`src/rtl/tivg_pkg.sv`:
```
package tivg_pkg;

    // Vector code spacing: source k is reported as STEP*k
    localparam int TIVG_STEP = 2;

    function automatic int tivg_code(input int k);
        return TIVG_STEP * k;
    endfunction

endpackage

```
`src/rtl/tivg_flag_cell.sv`:
```
module tivg_flag_cell (
    input  logic clk,
    input  logic rst_n,
    input  logic set_evt,
    input  logic sw_wr,
    input  logic sw_val,
    input  logic auto_clr,
    output logic flag_d,
    output logic flag_q
);

    // precedence: hardware set, then software write, then automatic clear
    always_comb begin
        if (set_evt)
            flag_d = 1'b1;
        else if (sw_wr)
            flag_d = sw_val;
        else if (auto_clr)
            flag_d = 1'b0;
        else
            flag_d = flag_q;
    end

    always_ff @(posedge clk or negedge rst_n) begin
        if (!rst_n)
            flag_q <= 1'b0;
        else
            flag_q <= flag_d;
    end

    // a set event survives any simultaneous clear
    a_r8_set_dominates: assert property (@(posedge clk) disable iff (!rst_n)
        set_evt |=> flag_q);

    // an undisturbed automatic clear takes effect
    a_r5_r7_auto_clear: assert property (@(posedge clk) disable iff (!rst_n)
        (auto_clr && !set_evt && !sw_wr) |=> !flag_q);

endmodule

```
`src/rtl/tivg_prio_enc.sv`:
```
module tivg_prio_enc #(
    parameter int NSH = 7,
    parameter int VW  = 4
) (
    input  logic [NSH-1:0] pend,
    output logic [VW-1:0]  code
);
    import tivg_pkg::*;

    // pend[i] is source i+1; lower index ranks higher
    always_comb begin
        code = '0;
        for (int i = NSH - 1; i >= 0; i--) begin
            if (pend[i])
                code = VW'(tivg_code(i + 1));
        end
    end

endmodule

```
`src/rtl/tmr_irq_vector.sv`:
```
module tmr_irq_vector #(
    parameter int NCH = 7
) (
    input  logic                          clk,
    input  logic                          rst_n,
    input  logic [NCH-1:0]                cap_evt,
    input  logic [NCH-1:0]                cmp_evt,
    input  logic                          ovf_evt,
    input  logic                          sw_flag_wr,
    input  logic [NCH:0]                  sw_flag_wdata,
    input  logic [NCH:0]                  src_ie,
    input  logic                          gie,
    input  logic                          ch0_ack,
    input  logic                          vec_acc,
    output logic [NCH:0]                  flags,
    output logic [$clog2(2*NCH+1)-1:0]    vec_out,
    output logic                          irq_ch0,
    output logic                          irq_shared
);
    import tivg_pkg::*;

    localparam int NSRC = NCH + 1;
    localparam int VW   = $clog2(2 * NCH + 1);

    logic [NSRC-1:0] set_vec;
    logic [NSRC-1:0] clr_vec;
    logic [NSRC-1:0] flag_d;
    logic [NSRC-1:0] flag_q;
    logic [VW-1:0]   enc_code;
    logic [VW-1:0]   vec_q;

    assign set_vec = {ovf_evt, cap_evt | cmp_evt};

    generate
        for (genvar k = 0; k < NSRC; k++) begin : g_src
            if (k == 0) begin : g_dedicated
                assign clr_vec[k] = ch0_ack;
            end else begin : g_shared
                assign clr_vec[k] = vec_acc && (vec_q == VW'(tivg_code(k)));
            end
            tivg_flag_cell u_cell (
                .clk      (clk),
                .rst_n    (rst_n),
                .set_evt  (set_vec[k]),
                .sw_wr    (sw_flag_wr),
                .sw_val   (sw_flag_wdata[k]),
                .auto_clr (clr_vec[k]),
                .flag_d   (flag_d[k]),
                .flag_q   (flag_q[k])
            );
        end
    endgenerate

    tivg_prio_enc #(.NSH(NSRC - 1), .VW(VW)) u_enc (
        .pend (flag_d[NSRC-1:1] & src_ie[NSRC-1:1]),
        .code (enc_code)
    );

    always_ff @(posedge clk or negedge rst_n) begin
        if (!rst_n)
            vec_q <= '0;
        else
            vec_q <= enc_code;
    end

    assign flags      = flag_q;
    assign vec_out    = vec_q;
    assign irq_ch0    = gie & src_ie[0] & flag_q[0];
    assign irq_shared = gie & (|(flag_q[NSRC-1:1] & src_ie[NSRC-1:1]));

    // an undisturbed access removes at most one shared flag
    a_r7_single_clear: assert property (@(posedge clk) disable iff (!rst_n)
        (vec_acc && set_vec == '0 && !sw_flag_wr) |=>
        ($countones(flag_q[NSRC-1:1]) + 1 >= $countones($past(flag_q[NSRC-1:1]))));

    // a vector access leaves the dedicated flag alone
    a_r10_ch0_isolated: assert property (@(posedge clk) disable iff (!rst_n)
        (vec_acc && !ch0_ack && !set_vec[0] && !sw_flag_wr) |=> $stable(flag_q[0]));

    // with steady enables the vector is nonzero exactly when a shared source is pending
    a_r6_vec_tracks_pending: assert property (@(posedge clk) disable iff (!rst_n)
        $stable(src_ie) |-> ((vec_q != '0) == (|(flag_q[NSRC-1:1] & src_ie[NSRC-1:1]))));

endmodule

```
`config.mk`:
```
export PLATFORM = sky130hd
export DESIGN_NAME = tmr_irq_vector
export DESIGN_NICKNAME = d
export VERILOG_FILES = /design/src/rtl/tivg_pkg.sv /design/src/rtl/tivg_flag_cell.sv /design/src/rtl/tivg_prio_enc.sv /design/src/rtl/tmr_irq_vector.sv
export SDC_FILE = /design/constraint.sdc
export NUM_CORES = 1
export LEC_CHECK = 0
export BUFFER_PORTS_ARGS = -buffer_cell sky130_fd_sc_hd__buf_2
export CORE_MARGIN = 2
export CORE_UTILIZATION = 46
export CTS_CLUSTER_SIZE = 14
export DETAILED_ROUTE_END_ITERATION = 10
export GPL_TIMING_DRIVEN = 1
export PLACE_DENSITY = 0.9
export SLEW_MARGIN = 5
export SYNTH_ARGS = -nofsm -noshare
export SYNTH_HDL_FRONTEND = slang
export SYNTH_SLANG_ARGS = --single-unit
```
`constraint.sdc`:
```
create_clock -name clk -period 2.2 [get_ports clk]
set_clock_uncertainty 0.05 [all_clocks]
set_input_delay 0.66 -clock clk [delete_from_list [all_inputs] [get_ports clk]]
set_output_delay 0.66 -clock clk [all_outputs]
set_load 0.02 [all_outputs]
```
## After elaboration in Yosys (flattened, before gate mapping)

Cells that the tools add are included.

| word-level totals | value |
|---|---|
| register bits after elaboration | 12 |
| input bits | 37 |
| output and inout port bits | 14 |
| word-level logic and storage cells | 62 |

| cells by class | value |
|---|---|
| equality and inequality tests | 7 |
| multiplexer cells | 31 |
| bitwise gates (word level) | 6 |
| reduce and logical (&&, ||, !) cells | 9 |

Operators by type and width:

| operator | count |
|---|---|
| two-way mux 4 bit | 7 |
| two-way mux 1 bit | 24 |
| == test 4 bit (second input constant) | 4 |
| AND 7 bit | 2 |
| == test 4 x 3 -> 1 bit (second input constant) | 2 |
| logical AND 1 bit | 7 |
| bitwise OR 7 bit | 1 |
| OR reduction 7 bit | 1 |
| == test 4 x 2 -> 1 bit (second input constant) | 1 |
| AND 1 bit | 3 |
| nonzero test 3 bit | 1 |

## Logic depth before layout (Yosys ltp)

Gate-level depths: netlist of the first run.

| logic depth | value |
|---|---|
| depth in word-level cells | 13 |
| mapped depth | 6 |
| gate-level depth less buffers | 4 |

## By module

From an unflattened synthesis of the first run, not the netlist that was laid out.

| second synthesis, totals | value |
|---|---|
| cell total of the unflattened synthesis | 72 |
| area total of the unflattened synthesis | 684.4 um2 |

Modules (own cells, without submodules):

| module | times used | cells each | area an instance (um2) | sequential area each (um2) |
|---|---|---|---|---|
| tivg_flag_cell | 8 | 3 | 38.8 | 25.0 |
| tmr_irq_vector | 1 | 35 | 301.5 | 100.1 |
| tivg_prio_enc | 1 | 13 | 72.6 | 0.0 |

## Worst setup path after synthesis of the first run

OpenSTA, ideal clock, no wires.

| timing path | value |
|---|---|
| kind | input to output |
| start | in src_ie[3] |
| end | out irq_shared |
| arrival time | 1.205 ns |
| required time | 1.490 ns |
| path slack | 0.285 ns |
| stages on the path | 2 |
| path buffers | 0 |
| path through | a222oi_1 a31oi_1 |

| on the way | value |
|---|---|
| longest elaborated chain between the ends | 3 |

RTL lines:

| what | line | text |
|---|---|---|
| start: declaration | tmr_irq_vector.sv:11 | `input logic [NCH:0] src_ie,` |
| AND 7 bit | tmr_irq_vector.sv:69 | `assign irq_shared = gie & (\|(flag_q[NSRC-1:1] & src_ie[NSRC-1:1]));` |
| OR reduction 7 bit | tmr_irq_vector.sv:69 |  |
| AND 1 bit | tmr_irq_vector.sv:69 |  |
| end: declaration | tmr_irq_vector.sv:18 | `output logic irq_shared` |

Every way passes these cells.

## Final worst setup path of the first run

Same ends and word-level chain as after synthesis.

==> flow_metrics.env, run 1 <==
export IMPL_status="completed"
export IMPL_slowest_delay_ns=0.42
export IMPL_hp_class="primary input to asynchronous set/reset pin"
export IMPL_syn_instance_count=87
export IMPL_routed_top_layer="met4"
export IMPL_gr_total_overflow=0
export IMPL_dr_wl_met3_um=158
export IMPL_grt_max_degree=23
export IMPL_wl_per_cell_um=14.3
export IMPL_synth_edff_count=0
export IMPL_drc_errors=0
export IMPL_ys_warnings_count=0
export IMPL_clock_path_buffers=2
export IMPL_vdd_drop_max_uv=239
export IMPL_core_um2=1750
export IMPL_cts_tree="yes"
export IMPL_nets=169
export IMPL_p_per_area_nw_per_um2=483
export IMPL_grt_pass1_vias=769
export IMPL_yosysSeqAreaShare_pct=31.8
export IMPL_die_h_um=47.4
export IMPL_antenna_cells=0
export IMPL_grt_pass1_wl_um=3240
export IMPL_die_area_um2=2250
export IMPL_async_flop_share_pct=100
export IMPL_io_buffers=49
export IMPL_rsz0062_at_grt="true"
export IMPL_rows=15
export IMPL_ys_seq_elements=11
export IMPL_regArea_um2=275
export IMPL_fmax_ghz=0.455
export IMPL_path_class="primary input to primary output"
export IMPL_yosysUniqueCellTypes=32
export IMPL_place_hpwl_um=1750
export IMPL_post_place_cells=151
export IMPL_fin_crit_sh_pct=100
export IMPL_drt_wl_total_um=2230
export IMPL_synth_area_top_cells="dfrtp_1 32%, buf_4 7.8%, a211oi_2 5.8%"
export IMPL_power_uw=533
export IMPL_crit_arrival_ns=1.49
export IMPL_synth_main_ff_cell="dfrtp_1"
export IMPL_cp_max_fo=2
export IMPL_synth_top_area_share_pct=31.8
export IMPL_crit_family="compound AO/OA/AOI/OAI gates"
export IMPL_final_hold_viol_count=0
export IMPL_ant_nets=0
export IMPL_fin_cells=156
export IMPL_slowest_stage="a222oi_1"
export IMPL_drive_gt1_share_pct=48.9
export IMPL_grt_usage_pct=20.8
export IMPL_synthesis_area_um2=866
export IMPL_numCtsBuffers=3
export IMPL_fin_area_um2=1100
export IMPL_clk_pin_slew_ns=0.08
export IMPL_die_width_um=47.4
export IMPL_start_util_pct=49.6
export IMPL_pin_count=51
export IMPL_first_pass_iters=4
export IMPL_multi_input_area_um2=482
export IMPL_clock_latency_ns=0.27
export IMPL_final_max_slew_viol_count=0
export IMPL_m1WireLength_um=840
export IMPL_place_gp_congestion=0.765
export IMPL_h_tree_depth=1
export IMPL_yosysMostFrequentCell="dfrtp_1"
export IMPL_setup_viol=0
export IMPL_num_vias=875
export IMPL_root_buffer="clkbuf_4"
export IMPL_ys_top_cells_by_count="11 x dfrtp_1, 9 x buf_4, 8 x nand2b_1"
export IMPL_syn_nets=124
export IMPL_met2_wirelength_um=1160
export IMPL_maxCapViolCount=0
export IMPL_fin_crit_ns=2.20
export IMPL_avgViaCountPerCell=5.61
export IMPL_start_kind="primary input"
export IMPL_antenna_found_initial=0
export IMPL_postSynthAreaPerCell_um2=9.95
export IMPL_cp_end_kind="primary output"
export IMPL_netlist_top_cell_by_area="dfrtp_1"
export IMPL_clock_sinks=11
export IMPL_fillers=149
export IMPL_crit_chain="buf_6, a222oi_1, a31oi_1, buf_4"
export IMPL_place_area_um2=1060
export IMPL_cp_required_ns=1.49
export IMPL_first_iter_violations=22
export IMPL_area_growth_synth_to_final_pct=27.5
export IMPL_crit_buf_inv=2
export IMPL_p_leak_nw=0.529
what timing repair did:
item	4_1_cts	5_1_grt
gates resized for setup	0	2
setup buffers	0	1
setup endpoints to repair	1	1
hold buffers	0	0
pin swaps	1	2
registers in the layout (all words and copies together) (netlist names):
| name | count |
|---|---|
| g_src.u_cell.flag_q | 8 |
| vec_out | 3 |
power breakdown:
group / internal, mW / switching (mW) / total, mW
registers: 0.215 / 0.0164 / 0.231
logic: 0.0773 / 0.0854 / 0.163
clock network: 0.0673 / 0.0721 / 0.139
total: 0.359 / 0.174 / 0.533
worst reg2reg max path, stage by stage (launching register included):
cell and delay [ns]:
dfrtp_1 0.46, and4bb_1 0.31, o211a_1 0.21, a21boi_4 0.19, o211a_1 0.16
final timing paths:
check / from / to / slack, ns / cells after the start
max: src_ie[3] / irq_shared / 0.001 / 4
min: rst_n / g_src[4].u_cell.flag_q$_DFF_PN0_ / 0.20 / 1
max reg2reg: vec_out[3]$_DFF_PN0_ / vec_out[3]$_DFF_PN0_ / 0.76 / 4
min reg2reg: g_src[4].u_cell.flag_q$_DFF_PN0_ / g_src[4].u_cell.flag_q$_DFF_PN0_ / 0.52 / 2
max in group asynchronous: rst_n / g_src[3].u_cell.flag_q$_DFF_PN0_ / 1.69 / 1
min in group clk: cap_evt[0] / g_src[0].u_cell.flag_q$_DFFE_PN0P_ / 0.52 / 2
logic make-up (layout without fill, tap and decap cells):
logic type	after synthesis	count (layout)	synth area share [%]
other	1	1	0.433
buffers and inverters	16	60	12.6
AO/OA/AOI/OAI	32	32	31.8
AND/OR/NAND/NOR	27	27	23.4
flip-flops	11	11	31.8
placed cells by master, fill, tap and decap left out, drive strengths merged:
cell type | netlist | routed
o211ai | 2 | 2
a21boi | 3 | 3
a31oi | 1 | 1
o21ai | 8 | 8
o211a | 2 | 2
nand3b | 5 | 5
nor3b | 1 | 1
and4bb | 3 | 3
a22oi | 2 | 2
nand3 | 2 | 2
a2111o | 1 | 1
nand2b | 8 | 8
inv | 5 | 5
o22ai | 2 | 2
o22a | 3 | 3
clkbuf | 0 | 3
and4 | 1 | 1
and3 | 1 | 1
clkinv | 0 | 1
dfrtp | 11 | 11
a222oi | 1 | 1
a21oi | 1 | 1
a211oi | 6 | 6
and4b | 3 | 3
conb | 1 | 1
nand2 | 3 | 3
buf | 11 | 51
routing by layer:
| layer | global-route usage (%) | up-vias |
|---|---|---|
| met5 | 0 | - |
| met4 | 12.2 | 0 |
| met3 | 4.23 | 8 |
| met2 | 35.9 | 37 |
| met1 | 23.3 | 415 |
| li1 | - | 415 |
through the flow:
step                      setup TNS (ns)  utilization, %  worst slack (ns)  hold slack [ns]
after floorplan                        0               -             0.285            0.314
after global placement           -0.0184            60.7           -0.0184            0.493
after detailed placement        -0.00160            60.7          -0.00160            0.497
after CTS                              0            62.3            0.0165            0.194
after global routing             -0.0111            63.2           -0.0111            0.211
final                                  0            63.2           0.00102            0.198
final cells by class:
class | instances | area share, %
Inverter | 5 | 1.70
Clock buffer | 3 | 2.04
Tap cell | 25 | 2.83
Sequential cell | 11 | 24.9
Clock inverter | 1 | 0.454
Multi-Input combinational cell | 60 | 43.7
Timing Repair Buffer | 51 | 24.4
Note: power is estimated with default switching activity, not from simulation.
==> run 2, diff against run 1 <==
--- a/config.mk
+++ b/config.mk
@@ -11,6 +11,7 @@
 export CTS_CLUSTER_SIZE = 14
 export DETAILED_ROUTE_END_ITERATION = 10
 export GPL_TIMING_DRIVEN = 1
+export MAX_ROUTING_LAYER = met4
 export PLACE_DENSITY = 0.9
 export SLEW_MARGIN = 5
 export SYNTH_ARGS = -nofsm -noshare
==> run 2 against run 1 <==
Effect of this change: sequential power about the same; combinational power about the same; core utilization unchanged; non-clock buffer count is the same; sequential cell count did not move; critical endpoint unchanged.
==> flow_metrics.env, run 2 (synthesis gave the netlist of run 1 again) <==
export IMPL_drive_gt1_share_pct=48.9
export IMPL_power_uw=533
export IMPL_h_tree_depth=1
export IMPL_reg2reg_to="vec_out[3]$_DFF_PN0_"
export IMPL_num_vias=879
export IMPL_final_hold_viol_count=0
export IMPL_fin_area_um2=1100
export IMPL_r2r_slack_ns=0.75
export IMPL_first_pass_iters=4
export IMPL_first_iter_violations=19
export IMPL_antenna_found_initial=0
export IMPL_status="completed"
export IMPL_nets=169
export IMPL_final_common_cell="buf_2"
export IMPL_cp_end_kind="primary output"
export IMPL_p_leak_nw=0.529
export IMPL_clock_sinks=11
export IMPL_start_kind="primary input"
export IMPL_final_max_slew_viol_count=0
export IMPL_area_growth_synth_to_final_pct=27.5
export IMPL_io_buffers=49
export IMPL_core_um2=1750
export IMPL_use_met1_pct=23.3
export IMPL_grt_pass1_wl_um=3240
export IMPL_drc_errors=0
export IMPL_cp_max_fo=2
export IMPL_fin_crit_sh_pct=99.8
export IMPL_cp_startpoint="src_ie[3]"
export IMPL_drt_wl_total_um=2240
export IMPL_met3_usage_pct=4.23
export IMPL_post_place_cells=151
export IMPL_grt_usage_pct=21.5
export IMPL_rsz0062_at_grt="true"
export IMPL_root_buffer="clkbuf_4"
export IMPL_setup_viol=0
export IMPL_endpoint="irq_shared"
export IMPL_avgViaCountPerCell=5.63
export IMPL_pin_count=51
export IMPL_cp_required_ns=1.49
export IMPL_start_util_pct=49.6
export IMPL_antenna_cells=0
export IMPL_dpl_worst_slack_ns=-0.00160
export IMPL_wl_per_cell_um=14.4
export IMPL_timing_rr_start="vec_out[3]$_DFF_PN0_"
export IMPL_grt_pass1_vias=771
export IMPL_clock_latency_ns=0.27
export IMPL_fin_ws_ns=0.00508
export IMPL_fmax_ghz=0.456
export IMPL_place_hpwl_um=1750
export IMPL_ant_nets=0
export IMPL_fin_util_pct=63.2
export IMPL_busiest_layer="met2"
export IMPL_mostFrequentLayoutCells="47 x buf_2, 11 x dfrtp_1, 8 x nand2b_1"
export IMPL_die_h_um=47.4
export IMPL_vdd_drop_max_uv=239
export IMPL_rows=15
export IMPL_clk_pin_slew_ns=0.08
export IMPL_place_gp_congestion=0.775
export IMPL_largest_register="g_src.u_cell.flag_q"
export IMPL_hp_class="primary input to asynchronous set/reset pin"
export IMPL_p_per_area_nw_per_um2=483
export IMPL_grt_max_degree=23
export IMPL_crit_arrival_ns=1.48
export IMPL_die_width_um=47.4
export IMPL_fin_cells=156
export IMPL_die_area_um2=2250
export IMPL_numCtsBuffers=3
export IMPL_path_class="primary input to primary output"
export IMPL_largest_register_ffs=8
export IMPL_r2r_cells=4
export IMPL_ctsHoldBuffers=0
export IMPL_fin_crit_ns=2.19
export IMPL_cts_tree="yes"
export IMPL_clock_path_buffers=2
export IMPL_place_area_um2=1060
export IMPL_grt_use_met2_pct=35.9
export IMPL_maxCapViolCount=0
export IMPL_gr_total_overflow=0
## run 2: cell counts in the layout (fill, tap and decap cells not counted)
Identical to the previous run, type by type.
## run 2: cell type report
class	count	area (um^2)
Fill cell	149	642
Multi-Input combinational cell	60	482
Sequential cell	11	275
Timing Repair Buffer	51	269
Tap cell	25	31.3
Clock buffer	3	22.5
Inverter	5	18.8
Clock inverter	1	5.00
## run 2: where the power goes
group | total (mW) | switching, mW | internal, mW
Combinational | 0.163 | 0.0859 | 0.0773
Clock | 0.139 | 0.0720 | 0.0673
Sequential | 0.231 | 0.0164 | 0.215
## run 2: how the worst min path moves through the flow
stage / startpoint / end / slack, ns / cells after the start
global route: rst_n / g_src[4].u_cell.flag_q$_DFF_PN0_ / 0.21 / 1
floorplan: rst_n / g_src[0].u_cell.flag_q$_DFFE_PN0P_ / 0.31 / 0
CTS: rst_n / g_src[4].u_cell.flag_q$_DFF_PN0_ / 0.19 / 1
global placement: rst_n / g_src[1].u_cell.flag_q$_DFF_PN0_ / 0.49 / 1
detailed placement: rst_n / g_src[1].u_cell.flag_q$_DFF_PN0_ / 0.50 / 1
finish: rst_n / g_src[4].u_cell.flag_q$_DFF_PN0_ / 0.20 / 1
## run 2: metal layers
layer	part of all wire [%]	up-vias
met1	38	419
met5	0	-
met2	53	40
met3	7.2	6
met4	2.5	0
li1	-	414
## run 2: worst max-delay path: stages
cell and delay, ns:
buf_6 0.09, a222oi_1 0.41, a31oi_1 0.14, buf_4 0.18
## run 2: repair_timing
item                       CTS  global route
gates resized for setup      0             2
setup endpoints to repair    1             1
setup buffers                0             1
pin swaps                    1             2
## run 2: through the flow
step | hold slack (ns) | setup TNS [ns]
after CTS | 0.194 | 0
after global routing | 0.211 | -0.0111
after floorplan | 0.314 | 0
final | 0.199 | 0
after global placement | 0.493 | -0.0184
after detailed placement | 0.497 | -0.00160
